<file path="src/rtl/cmc_pkg.sv">
// Shared types for the codec clock/power-mode controller.
// Assumes: used by every module of the block; no state lives here.
package cmc_pkg;

    // Source of the internal sequencing clocks.
    typedef enum logic [1:0] {
        SRC_NONE    = 2'd0,
        SRC_TX_MCLK = 2'd1,
        SRC_RX_MCLK = 2'd2
    } seq_src_e;

    // Assumed master-clock frequency.
    typedef enum logic [1:0] {
        FREQ_1M536   = 2'd0,
        FREQ_1M544   = 2'd1,
        FREQ_2M048   = 2'd2,
        FREQ_UNKNOWN = 2'd3
    } mclk_freq_e;

    // Verdict of one activity window: toggling, or static at a level.
    typedef struct packed {
        logic toggling;
        logic level;
    } pin_verdict_t;

endpackage

</file>
<file path="src/rtl/cmc_sync.sv">
// Multi-stage synchronizer for a vector of asynchronous pin levels.
// Assumes: each bit is independent (no bus coherency needed); STAGES >= 2.
module cmc_sync #(
    parameter int WIDTH  = 5,
    parameter int STAGES = 2
) (
    input  logic             clk,
    input  logic             rst_n,
    input  logic [WIDTH-1:0] async_i,
    output logic [WIDTH-1:0] sync_o
);

    logic [WIDTH-1:0] stage_q [STAGES];

    generate
        for (genvar s = 0; s < STAGES; s++) begin : g_stage
            if (s == 0) begin : g_first
                // Capture the raw pin levels into the first flop row.
                always_ff @(posedge clk) begin
                    if (!rst_n) stage_q[0] <= '0;
                    else        stage_q[0] <= async_i;
                end
            end else begin : g_next
                // Pass the levels one row further to settle metastability.
                always_ff @(posedge clk) begin
                    if (!rst_n) stage_q[s] <= '0;
                    else        stage_q[s] <= stage_q[s-1];
                end
            end
        end
    endgenerate

    assign sync_o = stage_q[STAGES-1];

endmodule

</file>
<file path="src/rtl/cmc_activity_det.sv">
// Activity detector for one synchronized pin.
// A window of WINDOW reference cycles ends with a verdict: toggling if an
// edge was seen (rising only when RISE_ONLY), otherwise static at the
// level sampled at window end. A verdict is committed only when two
// consecutive windows agree; update_o pulses the cycle the committed value
// first shows. Assumes: pin_s is already synchronized; WINDOW >= 2.
module cmc_activity_det
    import cmc_pkg::*;
#(
    parameter int WINDOW    = 64,
    parameter bit RISE_ONLY = 1'b0
) (
    input  logic         clk,
    input  logic         rst_n,
    input  logic         pin_s,
    output pin_verdict_t verdict_o,
    output logic         valid_o,
    output logic         update_o
);

    localparam int CW = (WINDOW > 2) ? $clog2(WINDOW) : 1;
    localparam logic [CW-1:0] LAST = CW'(WINDOW - 1);

    logic [CW-1:0] cnt_q;
    logic          prev_q;
    logic          seen_q;
    logic          edge_now;
    logic          win_end;
    pin_verdict_t  sample;
    pin_verdict_t  cand_q;
    logic          cand_ok_q;
    pin_verdict_t  commit_q;
    logic          valid_q;
    logic          commit;
    logic          update_q;

    // Pick the kind of edge that counts as activity for this pin.
    generate
        if (RISE_ONLY) begin : g_rise
            assign edge_now = pin_s & ~prev_q;
        end else begin : g_any
            assign edge_now = pin_s ^ prev_q;
        end
    endgenerate

    assign win_end = (cnt_q == LAST);

    // Verdict for the window closing this cycle, edges of this cycle included.
    always_comb begin
        sample.toggling = seen_q | edge_now;
        sample.level    = sample.toggling ? 1'b0 : pin_s;
    end

    // Commit when the closing window matches the previous one and differs.
    assign commit = win_end && cand_ok_q && (sample == cand_q)
                    && (!valid_q || (sample != commit_q));

    // Free-running window counter.
    always_ff @(posedge clk) begin
        if (!rst_n)       cnt_q <= '0;
        else if (win_end) cnt_q <= '0;
        else              cnt_q <= cnt_q + 1'b1;
    end

    // Track the previous level and collect edges within the window.
    always_ff @(posedge clk) begin
        if (!rst_n) begin
            prev_q <= 1'b0;
            seen_q <= 1'b0;
        end else begin
            prev_q <= pin_s;
            seen_q <= win_end ? 1'b0 : (seen_q | edge_now);
        end
    end

    // Remember the last window's verdict as the candidate for agreement.
    always_ff @(posedge clk) begin
        if (!rst_n) begin
            cand_q    <= '0;
            cand_ok_q <= 1'b0;
        end else if (win_end) begin
            cand_q    <= sample;
            cand_ok_q <= 1'b1;
        end
    end

    // Hold the committed verdict and flag each update for one cycle.
    always_ff @(posedge clk) begin
        if (!rst_n) begin
            commit_q <= '0;
            valid_q  <= 1'b0;
            update_q <= 1'b0;
        end else begin
            update_q <= commit;
            if (commit) begin
                commit_q <= sample;
                valid_q  <= 1'b1;
            end
        end
    end

    assign verdict_o = commit_q;
    assign valid_o   = valid_q;
    assign update_o  = update_q;

    AST_VERDICT_AT_WINDOW_END: assert property (@(posedge clk) disable iff (!rst_n)
        !$stable(commit_q) |-> $past(win_end));

    AST_VALID_NEEDS_WINDOWS: assert property (@(posedge clk) disable iff (!rst_n)
        $rose(valid_q) |-> $past(cand_ok_q));

endmodule

</file>
<file path="src/rtl/cmc_mode_decide.sv">
// Mode decision: turns the committed pin verdicts into the registered mode
// outputs. Outputs keep their reset values until every detector is valid.
// Assumes: verdicts change only on detector update pulses; strap is synced.
module cmc_mode_decide
    import cmc_pkg::*;
(
    input  logic         clk,
    input  logic         rst_n,
    input  pin_verdict_t tx_fs_v,
    input  pin_verdict_t rx_fs_v,
    input  pin_verdict_t pd_v,
    input  pin_verdict_t bclk_v,
    input  logic [3:0]   valid_i,
    input  logic         any_update_i,
    input  logic         strap_s,
    output logic         power_up_o,
    output logic         half_channel_o,
    output seq_src_e     seq_src_o,
    output logic         rx_uses_tx_bclk_o,
    output mclk_freq_e   mclk_freq_o
);

    logic       all_valid;
    logic       pd_allows;
    logic       pu_n;
    logic       half_n;
    seq_src_e   src_n;
    logic       shared_n;
    mclk_freq_e freq_n;

    assign all_valid = &valid_i;

    // Combinational mode equations from the committed verdicts.
    always_comb begin
        pd_allows = pd_v.toggling | ~pd_v.level;
        pu_n      = pd_allows & (tx_fs_v.toggling | rx_fs_v.toggling);
        half_n    = pu_n & ~tx_fs_v.toggling & rx_fs_v.toggling;
        if (!pu_n)                 src_n = SRC_NONE;
        else if (tx_fs_v.toggling) src_n = SRC_TX_MCLK;
        else if (pd_v.toggling)    src_n = SRC_RX_MCLK;
        else                       src_n = SRC_NONE;
        shared_n = ~bclk_v.toggling;
        if (bclk_v.toggling)   freq_n = FREQ_UNKNOWN;
        else if (bclk_v.level) freq_n = FREQ_2M048;
        else if (strap_s)      freq_n = FREQ_1M544;
        else                   freq_n = FREQ_1M536;
    end

    // Register the mode outputs once all detectors have a verdict.
    always_ff @(posedge clk) begin
        if (!rst_n) begin
            power_up_o        <= 1'b0;
            half_channel_o    <= 1'b0;
            seq_src_o         <= SRC_NONE;
            rx_uses_tx_bclk_o <= 1'b0;
            mclk_freq_o       <= FREQ_UNKNOWN;
        end else if (all_valid) begin
            power_up_o        <= pu_n;
            half_channel_o    <= half_n;
            seq_src_o         <= src_n;
            rx_uses_tx_bclk_o <= shared_n;
            mclk_freq_o       <= freq_n;
        end
    end

    AST_HALF_NEEDS_POWER: assert property (@(posedge clk) disable iff (!rst_n)
        half_channel_o |-> power_up_o);

    AST_RX_SRC_ONLY_HALF: assert property (@(posedge clk) disable iff (!rst_n)
        (seq_src_o == SRC_RX_MCLK) |-> half_channel_o);

    AST_SRC_OFF_WHEN_DOWN: assert property (@(posedge clk) disable iff (!rst_n)
        !power_up_o |-> (seq_src_o == SRC_NONE));

    AST_POWER_FOLLOWS_UPDATE: assert property (@(posedge clk) disable iff (!rst_n)
        !$stable(power_up_o) |-> $past(any_update_i));

endmodule

</file>
<file path="src/rtl/codec_clk_mode_ctrl.sv">
// Top level: synchronizes the codec pins, runs one activity detector per
// pin (frame syncs on a frame-length window with rising edges, clock pins on
// a short window with any edge) and decides the operating mode.
// Assumes: FS_WIN covers more than one frame in reference cycles and
// CLK_WIN covers several periods of the slowest clock on a clock pin.
module codec_clk_mode_ctrl #(
    parameter int CLK_WIN     = 64,
    parameter int FS_WIN      = 3072,
    parameter int SYNC_STAGES = 2
) (
    input  logic       clk,
    input  logic       rst_n,
    input  logic       tx_fsync_pin,
    input  logic       rx_fsync_pin,
    input  logic       rx_mclk_pd_pin,
    input  logic       rx_bclk_sel_pin,
    input  logic       freq_strap,
    output logic       power_up,
    output logic       half_channel,
    output logic [1:0] seq_src,
    output logic       rx_uses_tx_bclk,
    output logic [1:0] mclk_freq
);
    import cmc_pkg::*;

    localparam int NPIN = 4;   // 0 tx fsync, 1 rx fsync, 2 power-down, 3 bit-clock select
    localparam int NSYN = NPIN + 1;

    logic [NSYN-1:0]  raw;
    logic [NSYN-1:0]  synced;
    pin_verdict_t     verdict [NPIN];
    logic [NPIN-1:0]  valid;
    logic [NPIN-1:0]  update;
    seq_src_e         src_e;
    mclk_freq_e       freq_e;

    assign raw = {freq_strap, rx_bclk_sel_pin, rx_mclk_pd_pin, rx_fsync_pin, tx_fsync_pin};

    cmc_sync #(
        .WIDTH  (NSYN),
        .STAGES (SYNC_STAGES)
    ) u_sync (
        .clk     (clk),
        .rst_n   (rst_n),
        .async_i (raw),
        .sync_o  (synced)
    );

    generate
        for (genvar p = 0; p < NPIN; p++) begin : g_det
            cmc_activity_det #(
                .WINDOW    ((p < 2) ? FS_WIN : CLK_WIN),
                .RISE_ONLY ((p < 2) ? 1'b1 : 1'b0)
            ) u_det (
                .clk       (clk),
                .rst_n     (rst_n),
                .pin_s     (synced[p]),
                .verdict_o (verdict[p]),
                .valid_o   (valid[p]),
                .update_o  (update[p])
            );
        end
    endgenerate

    cmc_mode_decide u_decide (
        .clk               (clk),
        .rst_n             (rst_n),
        .tx_fs_v           (verdict[0]),
        .rx_fs_v           (verdict[1]),
        .pd_v              (verdict[2]),
        .bclk_v            (verdict[3]),
        .valid_i           (valid),
        .any_update_i      (|update),
        .strap_s           (synced[NPIN]),
        .power_up_o        (power_up),
        .half_channel_o    (half_channel),
        .seq_src_o         (src_e),
        .rx_uses_tx_bclk_o (rx_uses_tx_bclk),
        .mclk_freq_o       (freq_e)
    );

    assign seq_src   = src_e;
    assign mclk_freq = freq_e;

endmodule

</file>
<file path="config.mk">
export PLATFORM = sky130hd
export DESIGN_NAME = codec_clk_mode_ctrl
export DESIGN_NICKNAME = d
export VERILOG_FILES = /design/src/rtl/cmc_pkg.sv /design/src/rtl/cmc_sync.sv /design/src/rtl/cmc_activity_det.sv /design/src/rtl/cmc_mode_decide.sv /design/src/rtl/codec_clk_mode_ctrl.sv
export SDC_FILE = /design/constraint.sdc
export NUM_CORES = 1
export LEC_CHECK = 0
export ABC_CLOCK_PERIOD_IN_PS = 3500
export CORE_MARGIN = 4
export CORE_UTILIZATION = 30
export DETAILED_ROUTE_END_ITERATION = 10
export PLACE_DENSITY = 0.45
export SKIP_LAST_GASP = 1
export SLEW_MARGIN = 15
export SYNTH_ARGS = -nofsm -noshare
export SYNTH_HDL_FRONTEND = slang
export SYNTH_SLANG_ARGS = --single-unit
</file>
<file path="constraint.sdc">
create_clock -name clk -period 3.5 [get_ports clk]
set_input_delay 1.05 -clock clk [delete_from_list [all_inputs] [get_ports clk]]
set_output_delay 1.05 -clock clk [all_outputs]
set_load 0.03 [all_outputs]
</file>
==> results.md, run 1 <==
- The run finished with clean final reports.
- The synthesized area is 3200 µm².
- The number of endpoints with negative hold slack in the final report is 0.
- In this run the register-to-register setup slack is 1.51 ns.
- The static leakage is 1.32 nW.
- The worst setup path is captured at an output port.
- For the pin with the worst max-slew slack, the measured transition is 0.861 ns.
- Clock tree synthesis inserted a total of 9 buffers.
- During synthesis, Yosys emitted a total of 0 warnings.
- The maximum clock frequency is 0.412 GHz.
- The top cell types in the final layout, fill and taps aside, are sky130_fd_sc_hd__dfxtp_1 (83), sky130_fd_sc_hd__nor2_1 (54), sky130_fd_sc_hd__nand2_1 (19), sky130_fd_sc_hd__xnor2_1 (16), sky130_fd_sc_hd__and2_1 (15).
- Entering global routing, the biggest net connects 40 pins.
- The routed design could run at a clock period as short as 2.43 ns.
- The number of nets in the final layout is 367.
- In this run the deepest clock path goes through 2 buffers.
- Setup violations remaining at the end of the flow were counted as 0.
- The floorplan step defined a die boundary enclosing 12,400 µm².
- The overall die height is 111 µm.
- The routed length per instance is 11.2 µm.
- The number of nets with antenna violations after detailed routing is 0.
- The region available for standard cell placement spans 10,400 µm².
- The required time of the worst setup path is 2.45 ns.
- The pre-CTS worst setup slack is 0.944 ns.
- After clock tree synthesis, the clock-pin slew on the worst setup and hold paths is 0.07 ns.
- A synthesized cell averages 9.37 µm².
- The number of non-filler instances in the completed layout is 497.
- Of the cells placed in the final design, the portion with a size suffix greater than 1 is 6.37%.
- The synthesized instance count is 341.
- Data arrives at the worst endpoint at 1.38 ns.
- The number of gates resized after CTS was 0.
- The number of buffers and inverters on the critical path is 1.
- The multi-input combinational cells in the finished layout cover a total of 1450 µm².
- The tightest min-delay check is of the reg -> reg type.
- TritonCTS built the clock tree.
- The vias after detailed routing is 2,234.
- The number of global-route vias before repair is 2,088.
- From synthesis to final layout, the design area changed by 14.4%.
- The number of rows created at floorplan is 37.
- For the final routed database, the setup TNS stands at 0 ns.
- The detailed placement HPWL is 3.73 mm.
- Using the TritonRoute via totals, the vias-per-cell ratio works out to 4.49.
- The worst setup skew after layout is 0.00807 ns.
- Setup repair after global routing left no endpoint under its margin.
- In this run the tightest slew margin relative to its limit is 42.5%.
- The delay of the slowest critical-path stage is 0.68 ns.
- The met1 usage is 12.6%.
- The detailed-router iteration count before antenna repair is 4.
- The number of cells after detailed placement is 481.
- The total setup buffers inserted after CTS is 0.
- At the end of routability-driven placement, the weighted congestion stood at 0.721.
- The worst setup path is of the reg -> out kind.
- Max-cap violations in this run came to 0.
- Once the floorplan was initialized, standard cells occupied 30.8% of the core.
- In the finished design, the share of the clock period the worst path needs comes to 69.4%.
- The DRC violations left is 0.
- The die is 111 µm wide.
- Walking the worst path, the cells encountered are clkdlybuf4s50_1.
- Synthesis produced a netlist with a net count of 352.
- After filler insertion, the fill cell instance count of the layout stands at 1,074.
- 14 I/O pins were placed.
- The worst-skew pair later-pin latency is 0.34 ns.
- The global-route met2 utilization is 13.6%.
- After global routing, the most crowded layer is met2.
- The total detailed-routing wirelength is 5.58 mm.
- The total routing usage reported by global routing is 9.50%.
- Leaving out fill and tap cells, the most frequent cell in the layout is sky130_fd_sc_hd__dfxtp_1.
- The antenna cell count is 0.
- Dividing total power by cell area gives a power density of 471 nW/µm².
- On the critical path, the stage with the largest delay is an instance of sky130_fd_sc_hd__clkdlybuf4s50_1.
- The level count of the clock H-tree is 3.
- The initial antenna violation count came to 0.
- The first global-routing pass estimated 9.64 mm of wire.
- For this block, the initial DRC count from the detailed router was 47.
- With fillers left out, the area of the finished cells amounts to 3660 µm².
- The final number of max-transition violations is 0.
- The largest delay contributor family on the critical path is buffers and inverters.
- The residual overflow from global routing is 0.
- The number of synthesized register bits is 83.
- The number of different library cells in the post-synthesis netlist is 46.
- The count of input and output buffers is 13.
- In this run the worst path has a maximum fanout of 2.
- The worst path meets setup with 1.07 ns of slack.
- In the global route stage, met3 resource usage came out at 2.67%.
- Sequential elements use 52.0% of the synthesized area.
- The worst-case IR drop observed on VDD is 0.181 mV.
- Hold repair after CTS inserted 0 buffers.
- In this run the cell area measured after placement is 3460 µm².
- The flip-flop and latch area is 1660 µm².
- The worst setup path is launched from a flip-flop.
- The tree built by TritonCTS fans out to 83 sinks.
- The CTS root buffer is sky130_fd_sc_hd__clkbuf_8.
==> cells in the mapped netlist (all sizes together) <==
| cell type | count | area, µm² |
|---|---|---|
| nand3 | 16 | 97.6 |
| o311a | 1 | 10.0 |
| o211a | 2 | 20.0 |
| and3 | 12 | 76.3 |
| dfxtp | 83 | 1660 |
| ha | 4 | 50.1 |
| mux2i | 5 | 50.1 |
| nand2 | 19 | 71.3 |
| o311ai | 1 | 8.76 |
| a22oi | 1 | 7.51 |
| or3 | 2 | 12.5 |
| o221a | 1 | 11.3 |
| a21oi | 14 | 70.1 |
| a211oi | 3 | 27.5 |
| xor2 | 13 | 114 |
| xnor2 | 16 | 140 |
| inv | 12 | 45.0 |
| nand4 | 7 | 43.8 |
| o211ai | 1 | 7.51 |
| o21a | 4 | 30.0 |
| nor3b | 1 | 7.51 |
| a311oi | 1 | 15.0 |
| nor2 | 54 | 203 |
| clkbuf | 6 | 22.5 |
| and2 | 15 | 93.8 |
| o21ai | 9 | 45.0 |
| o21bai | 1 | 7.51 |
| nor3 | 8 | 40.0 |
| nor2b | 6 | 37.5 |
| nand3b | 2 | 15.0 |
| o31ai | 2 | 15.0 |
| or4 | 4 | 33.8 |
| nor4bb | 1 | 10.0 |
| nor4 | 4 | 25.0 |
| nand2b | 3 | 26.3 |
| buf | 4 | 21.3 |
| o22ai | 1 | 6.26 |
| and3b | 2 | 17.5 |
==> layout make-up <==
class | count | area share, %
multi-input combinational | 236 | 39.6
clock buffer | 12 | 3.97
tap | 136 | 4.65
timing repair buffer | 14 | 3.76
sequential | 83 | 45.4
clock inverter | 4 | 1.37
inverter | 12 | 1.23
==> per-stage QoR <==
step | hold WS (ns) | utilization (%) | power [mW]
finish | 0.434 | 35.3 | 1.72
global placement | 0.416 | 33.4 | 1.06
CTS | 0.438 | 35.3 | 1.76
floorplan | 0.412 | - | 1.04
global route | 0.454 | 35.3 | 1.80
detailed placement | 0.421 | 33.4 | 1.07
==> per-layer routing <==
layer	up-vias	wire, µm
met5	-	0
met4	0	143
met3	12	167
met2	25	2270
met1	1005	3000
li1	1192	-
==> cell families after synthesis <==
group | synth area share (%)
AND/OR/NAND/NOR | 25.4
adder cells (fa/ha/maj) | 1.57
flip-flops | 52.0
multiplexers | 1.57
AO/OA/AOI/OAI | 8.81
buffers and inverters | 2.78
XOR/XNOR | 7.95
==> report_power, final <==
group | internal (mW) | switching [mW] | leakage [nW]
registers | 0.965 | 0.0154 | 0.674
clock network | 0.349 | 0.332 | 0.0926
logic | 0.0269 | 0.0345 | 0.553
==> sequential cells by signal, indices dropped and copies added, names as in the netlist <==
register                    cells
g_det.u_det.cnt_q              36
u_sync.stage_q                 10
g_det.u_det.cand_q              8
g_det.u_det.verdict_o           6
g_det.u_det.cand_ok_q           4
g_det.u_det.prev_q              4
g_det.u_det.seen_q              4
g_det.u_det.valid_o             4
u_decide.mclk_freq_o            2
u_decide.seq_src_o              2
u_decide.half_channel_o         1
u_decide.power_up_o             1
u_decide.rx_uses_tx_bclk_o      1
==> final timing paths <==
path,from,to,depth (start not counted)
min reg2reg,u_sync.stage_q[0][4],u_sync.stage_q[1][4],1
min,u_sync.stage_q[0][4],u_sync.stage_q[1][4],1
max,u_decide.rx_uses_tx_bclk_o,rx_uses_tx_bclk,1
max reg2reg,g_det[0].u_det.cnt_q[0],g_det[0].u_det.verdict_o[1],5
Note: power is estimated with default switching activity, not from simulation.
==> inputs of run 2 (changes only) <==
ABC_CLOCK_PERIOD_IN_PS = 2100   (was 3500)
PLACE_DENSITY = 0.47   (was 0.45)
clock period = 2.1 ns   (was 3.5 ns; I/O delays follow)
==> results.md, run 2 (synthesis results as in run 1) <==
- The kind of start point of the critical path is a flip-flop (unchanged).
- For this run, the top clock speed supported by timing is 0.500 GHz.
- The register bank with the most flops is g_det.u_det.cnt_q (unchanged).
- The total detailed-routing wirelength is 5.55 mm (was 5.58 mm).
- The floorplan die area is 12,400 µm² (unchanged).
- The number of nets with antenna violations after detailed routing was 0 (unchanged).
- The total routing usage reported by global routing is 9.47% (was 9.50%).
- The number of rows created at floorplan came to 37 (unchanged).
- The DRC violations left is 0 (unchanged).
- The count of buffering cells on the critical path with inverters included is 1 (unchanged).
- The arrival time reported for the critical path endpoint was 1.37 ns (was 1.38 ns).
- The routed length per instance is 11.1 µm (was 11.2 µm).
- The width of the chip is 111 µm (unchanged).
- The relative area change from synthesis to final layout came to 17.1% (was 14.4%).
- The share of power burned in registers is 55.6% (was 56.9%).
- The total setup buffers inserted after CTS is 0 (unchanged).
- The final number of max-transition violations came to 0 (unchanged).
- The number of cells traversed by the worst hold path is 1 (unchanged).
- The worst reg-to-reg path cell count is 5 (unchanged).
- The residual overflow from global routing came to 0 (unchanged).
- The CTS sink count was 83 (unchanged).
- The mean number of vias per cell is 4.54 (was 4.49).
- The final period demand of the worst path is 2.00 ns.
- The setup slack on the worst flop-to-flop path is 0.16 ns (was 1.51 ns).
- The number of nets in the final layout is 372 (was 367).
- The startpoint of the worst register-to-register path is g_det[0].u_det.cnt_q[0] (unchanged).
- The number of endpoints with negative hold slack in the final report was 0 (unchanged).
- The antenna cell count was 0 (unchanged).
- The core footprint is 10,400 µm² (unchanged).
- The internal power is 2.23 mW (was 1.34 mW).
- CP Cell Sequence: clkdlybuf4s50_1 (unchanged).
- The worst-skew pair later-pin latency is 0.36 ns (was 0.34 ns).
- The CTS buffer count was 9 (unchanged).
- The clock tree from TritonCTS is done (unchanged).
- Registers with the most flip-flops: g_det.u_det.cnt_q (36), u_sync.stage_q (10), g_det.u_det.cand_q (8) (unchanged).
- The endpoint type of the worst setup path is an output port (unchanged).
- Result of the run: completed (unchanged).
- The worst min-delay path class is reg -> reg (unchanged).
- The number of global-route vias before repair is 2,130 (was 2,088).
- The vias after detailed routing is 2,277 (was 2,234).
- The filler cell count is 1,072 (was 1,074).
- The number of violations of the max-capacitance limit is 0 (unchanged).
- The count of input and output buffers is 13 (unchanged).
- The maximum vdd drop is 0.285 mV (was 0.181 mV).
- The endpoint of the most critical register-to-register path was g_det[0].u_det.verdict_o[1] (unchanged).
- The delay of the slowest critical-path stage is 0.67 ns (was 0.68 ns).
- The detailed-router iteration count before antenna repair is 4 (unchanged).
- The post-route setup TNS is 0 ns (unchanged).
- The largest delay contributor family on the critical path was buffers and inverters (unchanged).
- The initial antenna violation count is 0 (unchanged).
- The worst setup slack after layout was 0.102 ns (was 1.07 ns).
- The global-route wire length before repair is 9.59 mm (was 9.64 mm).
- The worst setup skew after layout came to 0.0115 ns (was 0.00807 ns).
- The largest fanout on the critical path is 2 (unchanged).
- The worst min-delay path endpoint is g_det[1].u_det.cnt_q[0] (was u_sync.stage_q[1][4]).
- The share of the clock period used by the worst path is 95.2%.
- The remaining max-slew budget at the tightest pin is 74.7% (was 42.5%).
- The commonest non-fill, non-tap cell in the layout is sky130_fd_sc_hd__dfxtp_1 (unchanged).
- The overall die height came to 111 µm (unchanged).
- The first element of the critical path is u_decide.mclk_freq_o[0] (was u_decide.rx_uses_tx_bclk_o).
- The largest net degree at the start of global routing came to 25 (was 40).
- Commonest non-fill, non-tap cells in the layout: sky130_fd_sc_hd__dfxtp_1 (83), sky130_fd_sc_hd__nor2_1 (54), sky130_fd_sc_hd__nand2_1 (19), sky130_fd_sc_hd__xnor2_1 (16), sky130_fd_sc_hd__and2_1 (15) (unchanged).
- The effective utilization at floorplan came to 30.8% (unchanged).
- The transition time at the pin with the least slew margin came to 0.375 ns (was 0.861 ns).
- The class of the most critical setup path is reg -> out (unchanged).
- The level count of the clock H-tree is 3 (unchanged).
- The number of flip-flops in the largest register is 36 (unchanged).
- RSZ-0062 raised after global routing: no (unchanged).
- The proportion of layout cells with a drive suffix above 1 is 8.20% (was 6.37%).
- The clock transition at the registers of the reported paths is 0.09 ns (was 0.07 ns).
- The fraction of power consumed by combinational cells is 3.8% (was 3.6%).
- The required time of the worst setup path came to 1.47 ns (was 2.45 ns).
- The total setup violations reported at the end of the flow is 0 (unchanged).
- The clock share of power was 40.6% (was 39.5%).
- The cell at the slowest stage of the critical path is sky130_fd_sc_hd__clkdlybuf4s50_1 (unchanged).
- The placer's final routability congestion estimate came to 0.739 (was 0.721).
- The pre-CTS worst setup slack came to 0.129 ns (was 0.944 ns).
- The number of buffers on the longest clock path came to 2 (unchanged).
- The static leakage is 1.39 nW (was 1.32 nW).
- The DRC marker count from the first detailed-route iteration is 59 (was 47).
- The detailed placement HPWL is 3.79 mm (was 3.73 mm).
- The fraction of power spent switching nets is 24.1% (was 22.2%).
- The hold path startpoint is g_det[1].u_det.cnt_q[0] (was u_sync.stage_q[0][4]).
- The number of top-level pins is 14 (unchanged).
- The switching power summed over all nets is 0.709 mW (was 0.381 mW).
- The share of the core filled with cells in the final layout came to 36.1% (was 35.3%).
- The ratio of total power to cell area is 785 nW/µm² (was 471 nW/µm²).
- The CTS root buffer is sky130_fd_sc_hd__clkbuf_8 (unchanged).
-- run 2: changes by cell type in the layout (fill, tap and decap cells not counted), moves of 2 or more --
cell | previous run | this run
sky130_fd_sc_hd__buf_4 | 1 | 4
sky130_fd_sc_hd__buf_12 | 0 | 2
sky130_fd_sc_hd__clkbuf_1 | 2 | 0
sky130_fd_sc_hd__clkinv_4 | 0 | 2
sky130_fd_sc_hd__inv_6 | 0 | 2
-- run 2: per-layer routing --
metal	wire length, µm	GRT usage (%)	share of wire (%)	up-vias
met4	91	3.81	1.6	0
met5	0	0	0	-
met1	2910	12.3	52	1047
met2	2350	14.2	42	26
met3	203	3.66	3.7	7
li1	-	-	-	1197
-- run 2: worst max-delay path by stage --
stage	to	slack [ns]	cells past startpoint
after floorplan	g_det[0].u_det.verdict_o[1]	0.34	5
after global placement	g_det[0].u_det.verdict_o[1]	0.15	5
after detailed placement	g_det[0].u_det.verdict_o[1]	0.13	5
after CTS	rx_uses_tx_bclk	0.04	1
after global routing	g_det[0].u_det.cnt_q[7]	0.001	5
final	mclk_freq[0]	0.10	1
-- run 2: power groups by stage --
stage,sequential [mW],combinational [mW],clock [mW]
CTS,1.63,0.114,1.25
finish,1.63,0.112,1.19
global placement,1.67,0.113,0
global route,1.64,0.129,1.30
floorplan,1.66,0.0753,0
detailed placement,1.67,0.113,0
-- run 2: what timing repair did --
item | CTS | global route
endpoints found under the setup margin | 0 | 2
gates resized for setup | 0 | 2
endpoints found under the hold margin | 0 | 0
hold buffers | 0 | 0
-- run 2: per-stage QoR --
stage	instance area, µm²	hold WS [ns]	power, mW	instances
2_1_floorplan	3200	0.412	1.74	341
3_3_place_gp	3520	0.414	1.78	486
3_5_place_dp	3520	0.420	1.78	486
4_1_cts	3730	0.440	3.00	502
5_1_grt	3740	0.461	3.07	502
6_report	3740	0.438	2.94	502
-- run 2: layout make-up --
cell class	count	area, µm²	area share, %
Clock buffer	9	124	3.31
Inverter	12	45.0	1.20
Tap cell	136	170	4.54
Sequential cell	83	1660	44.4
Clock inverter	7	83.8	2.24
Multi-Input combinational cell	236	1460	38.9
Timing Repair Buffer	19	203	5.41
